`src/rtl/fsel_pkg.sv`:
```
// Shared codes for the strap-latched frequency select controller.
package fsel_pkg;
    typedef enum logic [1:0] {
        ST_OFF    = 2'd0,
        ST_WAIT   = 2'd1,
        ST_SAMPLE = 2'd2,
        ST_RUN    = 2'd3
    } seq_state_e;

    typedef enum logic [1:0] {
        OM_NORMAL = 2'd0,
        OM_HIZ    = 2'd1,
        OM_REFDIV = 2'd2
    } out_mode_e;

    localparam logic [1:0] LVL_LOW  = 2'b00;
    localparam logic [1:0] LVL_MID  = 2'b01;
    localparam logic [1:0] LVL_HIGH = 2'b10;

    localparam int NUM_STRAPS = 2;
endpackage

```
`src/rtl/fsel_seq.sv`:
```
// Power-up sequencer. It counts tick pulses in the waiting and sampling
// states, and produces the one-cycle capture strobe and the output enable.
// Assumes tick is synchronous to clk and supply_ok is already synchronised.
module fsel_seq
    import fsel_pkg::*;
#(
    parameter int DLY_TICKS = 250,
    parameter int EN_TICKS  = 1500
) (
    input  logic       clk,
    input  logic       rst_n,
    input  logic       supply_ok,
    input  logic       pwrgd_n,
    input  logic       tick,
    output seq_state_e state,
    output logic       capture,
    output logic       out_en
);
    localparam int MAXT = (DLY_TICKS > EN_TICKS) ? DLY_TICKS : EN_TICKS;
    localparam int CW   = $clog2(MAXT + 1);
    localparam logic [CW-1:0] DLY_C = CW'(DLY_TICKS);
    localparam logic [CW-1:0] EN_C  = CW'(EN_TICKS);
    localparam logic [CW-1:0] MAX_C = CW'(MAXT);

    seq_state_e    nxt;
    logic [CW-1:0] cnt;
    logic          dly_done;
    logic          en_done;

    assign dly_done = (cnt >= DLY_C);
    assign en_done  = (cnt >= EN_C);
    assign capture  = supply_ok && (state == ST_WAIT) && dly_done && !pwrgd_n;
    assign out_en   = (state == ST_RUN);

    // Next-state choice; a lost supply always wins.
    always_comb begin
        nxt = state;
        if (!supply_ok) begin
            nxt = ST_OFF;
        end else begin
            case (state)
                ST_OFF:    nxt = ST_WAIT;
                ST_WAIT:   if (capture) nxt = ST_SAMPLE;
                ST_SAMPLE: if (en_done) nxt = ST_RUN;
                default:   nxt = ST_RUN;
            endcase
        end
    end

    // State register.
    always_ff @(posedge clk) begin
        if (!rst_n) state <= ST_OFF;
        else        state <= nxt;
    end

    // Tick counter, cleared on each state change and saturating at its limit.
    always_ff @(posedge clk) begin
        if (!rst_n || (nxt != state)) cnt <= '0;
        else if (tick && (cnt < MAX_C)) cnt <= cnt + 1'b1;
    end
endmodule

```
`src/rtl/fsel_latch.sv`:
```
// One-shot strap store. It reduces each strap level to a bit, flags a
// mid-level second strap as test mode, and holds the result until cleared.
// Assumes capture is asserted for at most one cycle per power-up.
module fsel_latch
    import fsel_pkg::*;
(
    input  logic                       clk,
    input  logic                       rst_n,
    input  logic                       clear,
    input  logic                       capture,
    input  logic [NUM_STRAPS-1:0][1:0] straps,
    output logic [NUM_STRAPS-1:0]      sel_bits,
    output logic                       test_mode
);
    logic [NUM_STRAPS-1:0] lvl_bit;
    logic                  b_not_solid;

    // Per-strap reduction: strap 0 reads any non-low level as 1,
    // the other straps read only the high level as 1.
    for (genvar i = 0; i < NUM_STRAPS; i++) begin : g_lvl
        if (i == 0) begin : g_first
            assign lvl_bit[i] = (straps[i] != LVL_LOW);
        end else begin : g_other
            assign lvl_bit[i] = (straps[i] == LVL_HIGH);
        end
    end

    assign b_not_solid = (straps[1] != LVL_LOW) && (straps[1] != LVL_HIGH);

    // Store selection and test flag on capture; clear on supply loss.
    always_ff @(posedge clk) begin
        if (!rst_n || clear) begin
            sel_bits  <= '0;
            test_mode <= 1'b0;
        end else if (capture) begin
            sel_bits  <= lvl_bit;
            test_mode <= b_not_solid;
        end
    end
endmodule

```
`src/rtl/fsel_decode.sv`:
```
// Decodes the stored selection into a frequency code and an output state.
// In test mode the output state follows the live first strap without a clock.
module fsel_decode
    import fsel_pkg::*;
(
    input  logic       sel_a,
    input  logic       sel_b,
    input  logic       test_mode,
    input  logic       alt_table,
    input  logic [1:0] strap_a,
    output logic [2:0] freq_code,
    output out_mode_e  out_mode
);
    // Frequency code and output state selection.
    always_comb begin
        if (test_mode) begin
            freq_code = 3'b000;
            out_mode  = (strap_a == LVL_LOW) ? OM_HIZ : OM_REFDIV;
        end else begin
            freq_code = {alt_table, sel_a, sel_b};
            out_mode  = OM_NORMAL;
        end
    end
endmodule

```
`src/rtl/fsel_ctrl.sv`:
```
// Top of the strap-latched frequency select controller: sequencer,
// one-shot strap store and decoder. Assumes all inputs are synchronous to clk.
module fsel_ctrl
    import fsel_pkg::*;
#(
    parameter int DLY_TICKS = 250,
    parameter int EN_TICKS  = 1500
) (
    input  logic       clk,
    input  logic       rst_n,
    input  logic       supply_ok,
    input  logic       pwrgd_n,
    input  logic       tick,
    input  logic [1:0] strap_a,
    input  logic [1:0] strap_b,
    input  logic       alt_table,
    output logic [2:0] freq_code,
    output logic [1:0] out_mode,
    output logic       test_mode,
    output logic       out_en,
    output logic [1:0] seq_state,
    output logic [1:0] latched_fs
);
    seq_state_e                  st;
    logic                        capture;
    logic [NUM_STRAPS-1:0]       sel_bits;
    logic [NUM_STRAPS-1:0][1:0]  straps;
    out_mode_e                   om;

    assign straps = {strap_b, strap_a};

    fsel_seq #(.DLY_TICKS(DLY_TICKS), .EN_TICKS(EN_TICKS)) u_seq (
        .clk(clk), .rst_n(rst_n), .supply_ok(supply_ok), .pwrgd_n(pwrgd_n),
        .tick(tick), .state(st), .capture(capture), .out_en(out_en)
    );

    fsel_latch u_latch (
        .clk(clk), .rst_n(rst_n), .clear(!supply_ok), .capture(capture),
        .straps(straps), .sel_bits(sel_bits), .test_mode(test_mode)
    );

    fsel_decode u_dec (
        .sel_a(sel_bits[0]), .sel_b(sel_bits[1]), .test_mode(test_mode),
        .alt_table(alt_table), .strap_a(strap_a),
        .freq_code(freq_code), .out_mode(om)
    );

    assign out_mode   = om;
    assign seq_state  = st;
    assign latched_fs = sel_bits;
endmodule

```
`config.mk`:
```
export PLATFORM = sky130hd
export DESIGN_NAME = fsel_ctrl
export DESIGN_NICKNAME = d
export VERILOG_FILES = /design/src/rtl/fsel_pkg.sv /design/src/rtl/fsel_seq.sv /design/src/rtl/fsel_latch.sv /design/src/rtl/fsel_decode.sv /design/src/rtl/fsel_ctrl.sv
export SDC_FILE = /design/constraint.sdc
export NUM_CORES = 1
export LEC_CHECK = 0
export ABC_AREA = 1
export BUFFER_PORTS_ARGS = -buffer_cell sky130_fd_sc_hd__buf_2
export CORE_AREA = 2 2 45 78
export CTS_BUF_LIST = sky130_fd_sc_hd__clkbuf_4 sky130_fd_sc_hd__clkbuf_8
export DETAILED_ROUTE_END_ITERATION = 8
export DIE_AREA = 0 0 47 80
export MAX_ROUTING_LAYER = met4
export PLACE_DENSITY = 0.61
export SYNTH_ARGS = -nofsm -noshare
export SYNTH_HDL_FRONTEND = slang
export SYNTH_SLANG_ARGS = --single-unit
```
`constraint.sdc`:
```
create_clock -name clk -period 4 [get_ports clk]
set_input_delay 0.2 -clock clk [delete_from_list [all_inputs] [get_ports clk]]
set_output_delay 0.2 -clock clk [all_outputs]
set_load 0.005 [all_outputs]
```
Word-level counts from Yosys, hierarchy flattened
Cells that the tools add are included.
- register bits: 16
- bits in writable memories: 0
- ROM bits: 0
- bits in latches: 0
- output and inout bits: 11
- memories: 0
- multipliers: 0
- order comparisons: 3
- eq/ne operators: 6
- divide/modulo/power cells: 0
- reduce and logical (&&, ||, !) cells: 14
- muxes and demuxes: 7
- shift-type cells: 0
- bitwise gates (word level): 0
- add/subtract/negate cells: 1
- operator list (kind ; count):
    $add 11x1->11 const B ; 1
    $ge 11x11->1 const B ; 1
    $ge 11x8->1 const B ; 1
    $lt 11x11->1 const B ; 1
    $mux 2 ; 5
    $eq 2x2->1 const B ; 3
    $pmux 2 s3 ; 1
    $logic_and 1x1->1 ; 5
    $logic_not 2->1 ; 2
    $reduce_bool 2->1 ; 2
    $logic_not 1->1 ; 3
    $mux 3 ; 1
    $eq 2x1->1 const B ; 1
    $logic_or 1x1->1 ; 2
    $ne 2x2->1 ; 1
    $ne 2x2->1 const B ; 1

Depth between registers and ports, before layout
- depth after elaboration: 9
- depth in mapped cells: 14

Modules after synthesis
A second synthesis with hierarchy kept.
- cells, all modules: 160
- area total of the unflattened synthesis: 1067.3 µm²
- modules (own cells, without submodules) (module ; area an instance (µm²) ; seq. area each (µm²) ; cells an instance ; instances):
    fsel_seq ; 879.6 ; 260.2 ; 127 ; 1
    fsel_latch ; 135.1 ; 60.1 ; 19 ; 1
    fsel_decode ; 48.8 ; 0.0 ; 13 ; 1
    fsel_ctrl ; 3.8 ; 0.0 ; 1 ; 1

Worst setup path after synthesis
Ideal clock, no wire load.
- path type: register -> register
- from: reg u_seq.cnt[0]
- to: reg u_seq.cnt[0]
- setup slack: 2.469 ns
- stages on the path, launching flop included: 14
- data arrival time: 1.415 ns
- clock period less this slack: 1.531 ns
- setup time: 0.116 ns
- cells stage by stage: dfxtp_1 inv_1 ha_1 nor2_2 nand2_1 nand2_1 nand2_2 nand2_4 nand2_4 nand2_2 nand3_1 nand3_2 buf_6 nor2_2
- word-level cells in the longest chain between the ends: 8
- elaborated cells between the ends (all ways): 13
- RTL lines (element ; line ; text):
    start: declaration ; fsel_seq.sv:26 ; logic [CW-1:0] cnt;
    start signal: assignment ; fsel_seq.sv:59 ; else if (tick && (cnt < MAX_C)) cnt <= cnt + 1'b1;
    $ge 11x8->1 ; fsel_seq.sv:30 ; assign dly_done = (cnt >= DLY_C);
    $logic_and 1x1->1 (2 in series) ; fsel_seq.sv:32 ; assign capture = supply_ok && (state == ST_WAIT) && dly_done && !pwrgd_n;
    $mux 2 ; fsel_seq.sv:43 ; ST_WAIT: if (capture) nxt = ST_SAMPLE;
    $pmux 2 s3 ; fsel_seq.sv:41 ; case (state)
    $mux 2 ; fsel_seq.sv:38 ; if (!supply_ok) begin
    $ne 2x2->1 ; fsel_seq.sv:58 ; if (!rst_n || (nxt != state)) cnt <= '0;
    $logic_or 1x1->1 ; fsel_seq.sv:58 ;
Several ways; a longest one is shown, not always the timed one.
A chain may end at the register's enable or synchronous reset.

Worst setup path in the final report
- from: reg u_seq.cnt[0]
- to: reg u_seq.cnt[9]
The elaborated chain is that of the path after synthesis.

==> summary.txt <==
Clock tree
  • Max Root-Sink Buffers: 2
  • Num CTS Buffers: 3
  • # H-tree levels: 1
  • Setup Buffers After CTS: 0
  • Clock Sink Count: 16
  • Clock-pin slew on the worst setup and hold paths: 0.06 ns
  • Root Buffer: clkbuf_8
  • # resized after CTS: 0
  • Clk_lat worst skew: 0.25 ns
  • Cts hold-fix bufs: 0
  • CTS tree: built

Logic synthesis
  • Syn Inst Count: 155
  • #FFs+latches synth: 16
  • Avg Inst Size Synth: 6.81 um^2
  • Register area share after synthesis: 0.303
  • Synthesized area: 1060 um^2
  • Synth Area in Compound Gates: 0.0818
  • Synth warnings: 0
  • Post-Synth Simple-Gate Area: 0.385
  • Mux share of post-synthesis cell area: 0
  • Post-synthesis adder-cell area fraction: 0.0237
  • XOR/XNOR Fraction of Synth Area: 0.0746
  • Syn Nets: 167
  • Yosys cell types: 24
  • Largest family of logic cells by synthesized area: simple AND/OR/NAND/NOR gates

Routing
  • Drt first pass iters: 4
  • Routed via count: 941
  • Initial DRC count: 19
  • # DRC: 0
  • Total routed wirelength: 2160 um
  • ANT nets after route: 0
  • Via-to-Cell Ratio: 4.34
  • Routed wire per std cell: 9.95 um

Critical path
  • Most frequent CP cell: nand2_1
  • CP bufs+invs: 1
  • Startpoint Class: flop
  • Critical Path End Type: flop
  • Slowest stage delay, CP: 0.41 ns
  • Delay-heaviest family, CP: simple AND/OR/NAND/NOR gates
  • Crit path DAT: 2.00 ns
  • CP cell instances: inv_1, ha_1, nor2_2, nand2_1, nand2_1, nand2_2, nand2_4, nand2_4, nand2_2, nand2_1, nand2_1, nand3_2, nor2_1
  • Data required, critical path: 4.18 ns
  • Critical path's slowest cell: dfxtp_1
  • WS Path Type: flop to flop
  • CP max FO: 11

Floorplan
  • Die height: 80 um
  • FP Rows: 27
  • Initial Utilization: 0.340
  • Num ports: 21
  • Core Region: 3110 um^2
  • Die W: 47 um
  • Die Area: 3760 um^2

Pwr
  • VDD IR-drop max: 0.000228 V
  • NetSw: 0.0740 mW
  • Power Internal: 0.257 mW
  • Proportion of power drawn by flip-flops and latches: 0.492
  • Design Power: 0.331 mW
  • Leakage power: 0.499 nW
  • Clk pwr share: 0.437
  • Comb pwr share: 0.070
  • Sw Ratio: 0.224
  • Power per cell area: 272 nW/um^2

Final layout
  • Layout area overhead: 15.2%
  • Core Util, Final: 0.391
  • Layout cells sized above 1: 0.282
  • Nets: 187
  • Leading cell type in the layout, fill and taps excluded: nand2_1
  • Antenna diode count: 0
  • Most frequent cells in the layout: nand2_1, inv_1, nor2_1, buf_2, dfxtp_1
  • Design area: 1220 um^2
  • Post-route insts no fill: 217

STA
  • Layout Skew: 0.000982 ns
  • Setup ws final: 2.19 ns
  • Fin Setup TNS: 0 ns
  • Worst-Margin Slew: 0.351 ns
  • Fin crit period: 1.81 ns
  • Fin. Hold Viols: 0
  • Setup-failing EPs final: 0
  • Worst hold slack: 0.195 ns
  • FMAX: 0.551 GHz
  • RSZ-0062 raised after global routing: false
  • Max_slew headroom: 0.766
  • Final Cycle Share: 0.454
  • Max-slew violations: 0

Place
  • Dpl ws: 2.19 ns
  • Dpl hpwl: 1770 um
  • IO Port Bufs: 20
  • # placed instances: 213
  • Routability-driven placement congestion ratio: 0.751
  • Dpl cell area: 1160 um^2

Global route
  • Initial antenna violation count: 0
  • Largest net degree at the start of global routing: 15
  • First-pass GRT wire length: 4050 um
  • Total grt overflow: 0
  • Total GRT Usage: 0.152
  • Vias in the first global route: 984

Worst hold path
  • Hold/Removal Path Class: input port to flop

Run
  • Max-cap viol count: 0

Status
  • Outcome: complete, no violations
worst register-to-register path, stage by stage, from the launching register on:
cell and delay (ns):
dfxtp_1 0.41, inv_1 0.09, ha_1 0.21, nor2_2 0.07, nand2_1 0.05, nand2_1 0.07
nand2_2 0.07, nand2_4 0.11, nand2_4 0.05, nand2_2 0.06, nand2_1 0.05, nand2_1 0.06
nand3_2 0.28, nor2_1 0.18
metal layers:
layer	up-vias	wire, um	global-route usage
li1	511	-	-
met1	407	789	0.146
met2	18	1260	0.281
met3	5	52	0.0136
met4	0	55	0.0722
met5	-	0	-
state kept, by name, summed over array words and instances (netlist names):
register,count
u_seq.cnt,11
u_latch.sel_bits,2
u_seq.state,2
u_latch.test_mode,1
path summary, 6_finish.rpt:
check | cells after the start | end | from | slack, ns
max | 13 | u_seq.cnt[9] | u_seq.cnt[0] | 2.19
min | 3 | u_latch.sel_bits[1] | strap_b[1] | 0.19
min reg2reg | 2 | u_latch.sel_bits[0] | u_latch.sel_bits[0] | 0.50
max reg2reg | 13 | u_seq.cnt[9] | u_seq.cnt[0] | 2.19
cell families (layout without fill, tap and decap cells):
family,count (synthesis),in the layout
AOI/OAI and AO/OA,15,15
buffers and inverters,29,48
DFF,16,16
xor gates and xnor gates,9,9
and+or+nand+nor,84,84
adders and majority gates,2,2
layout make-up:
| class | instances | area (um^2) |
|---|---|---|
| fill | 357 | 1890 |
| timing repair buffer | 20 | 100 |
| sequential | 16 | 320 |
| clock buffer | 4 | 55.1 |
| tap | 43 | 53.8 |
| multi-input combinational | 110 | 597 |
| inverter | 24 | 90.1 |
power by group through the flow:
stage / clock [mW] / combinational, mW / sequential [mW]
2_1_floorplan: 0 / 0.0168 / 0.166
3_3_place_gp: 0 / 0.0237 / 0.166
3_5_place_dp: 0 / 0.0237 / 0.166
4_1_cts: 0.147 / 0.0238 / 0.163
5_1_grt: 0.155 / 0.0272 / 0.163
6_report: 0.144 / 0.0233 / 0.163
synth_stat cells (all sizes together):
cell	instances	area, um^2
a211oi	2	15.0
a21oi	5	25.0
a22oi	1	7.51
buf	5	48.8
dfxtp	16	320
ha	2	25.0
inv	24	90.1
nand2	39	174
nand3	8	50.1
nand3b	1	7.51
nor2	32	150
nor3	4	25.0
o21ai	7	38.8
xnor2	2	17.5
xor2	7	61.3
Power figures use the tool's default switching activity.
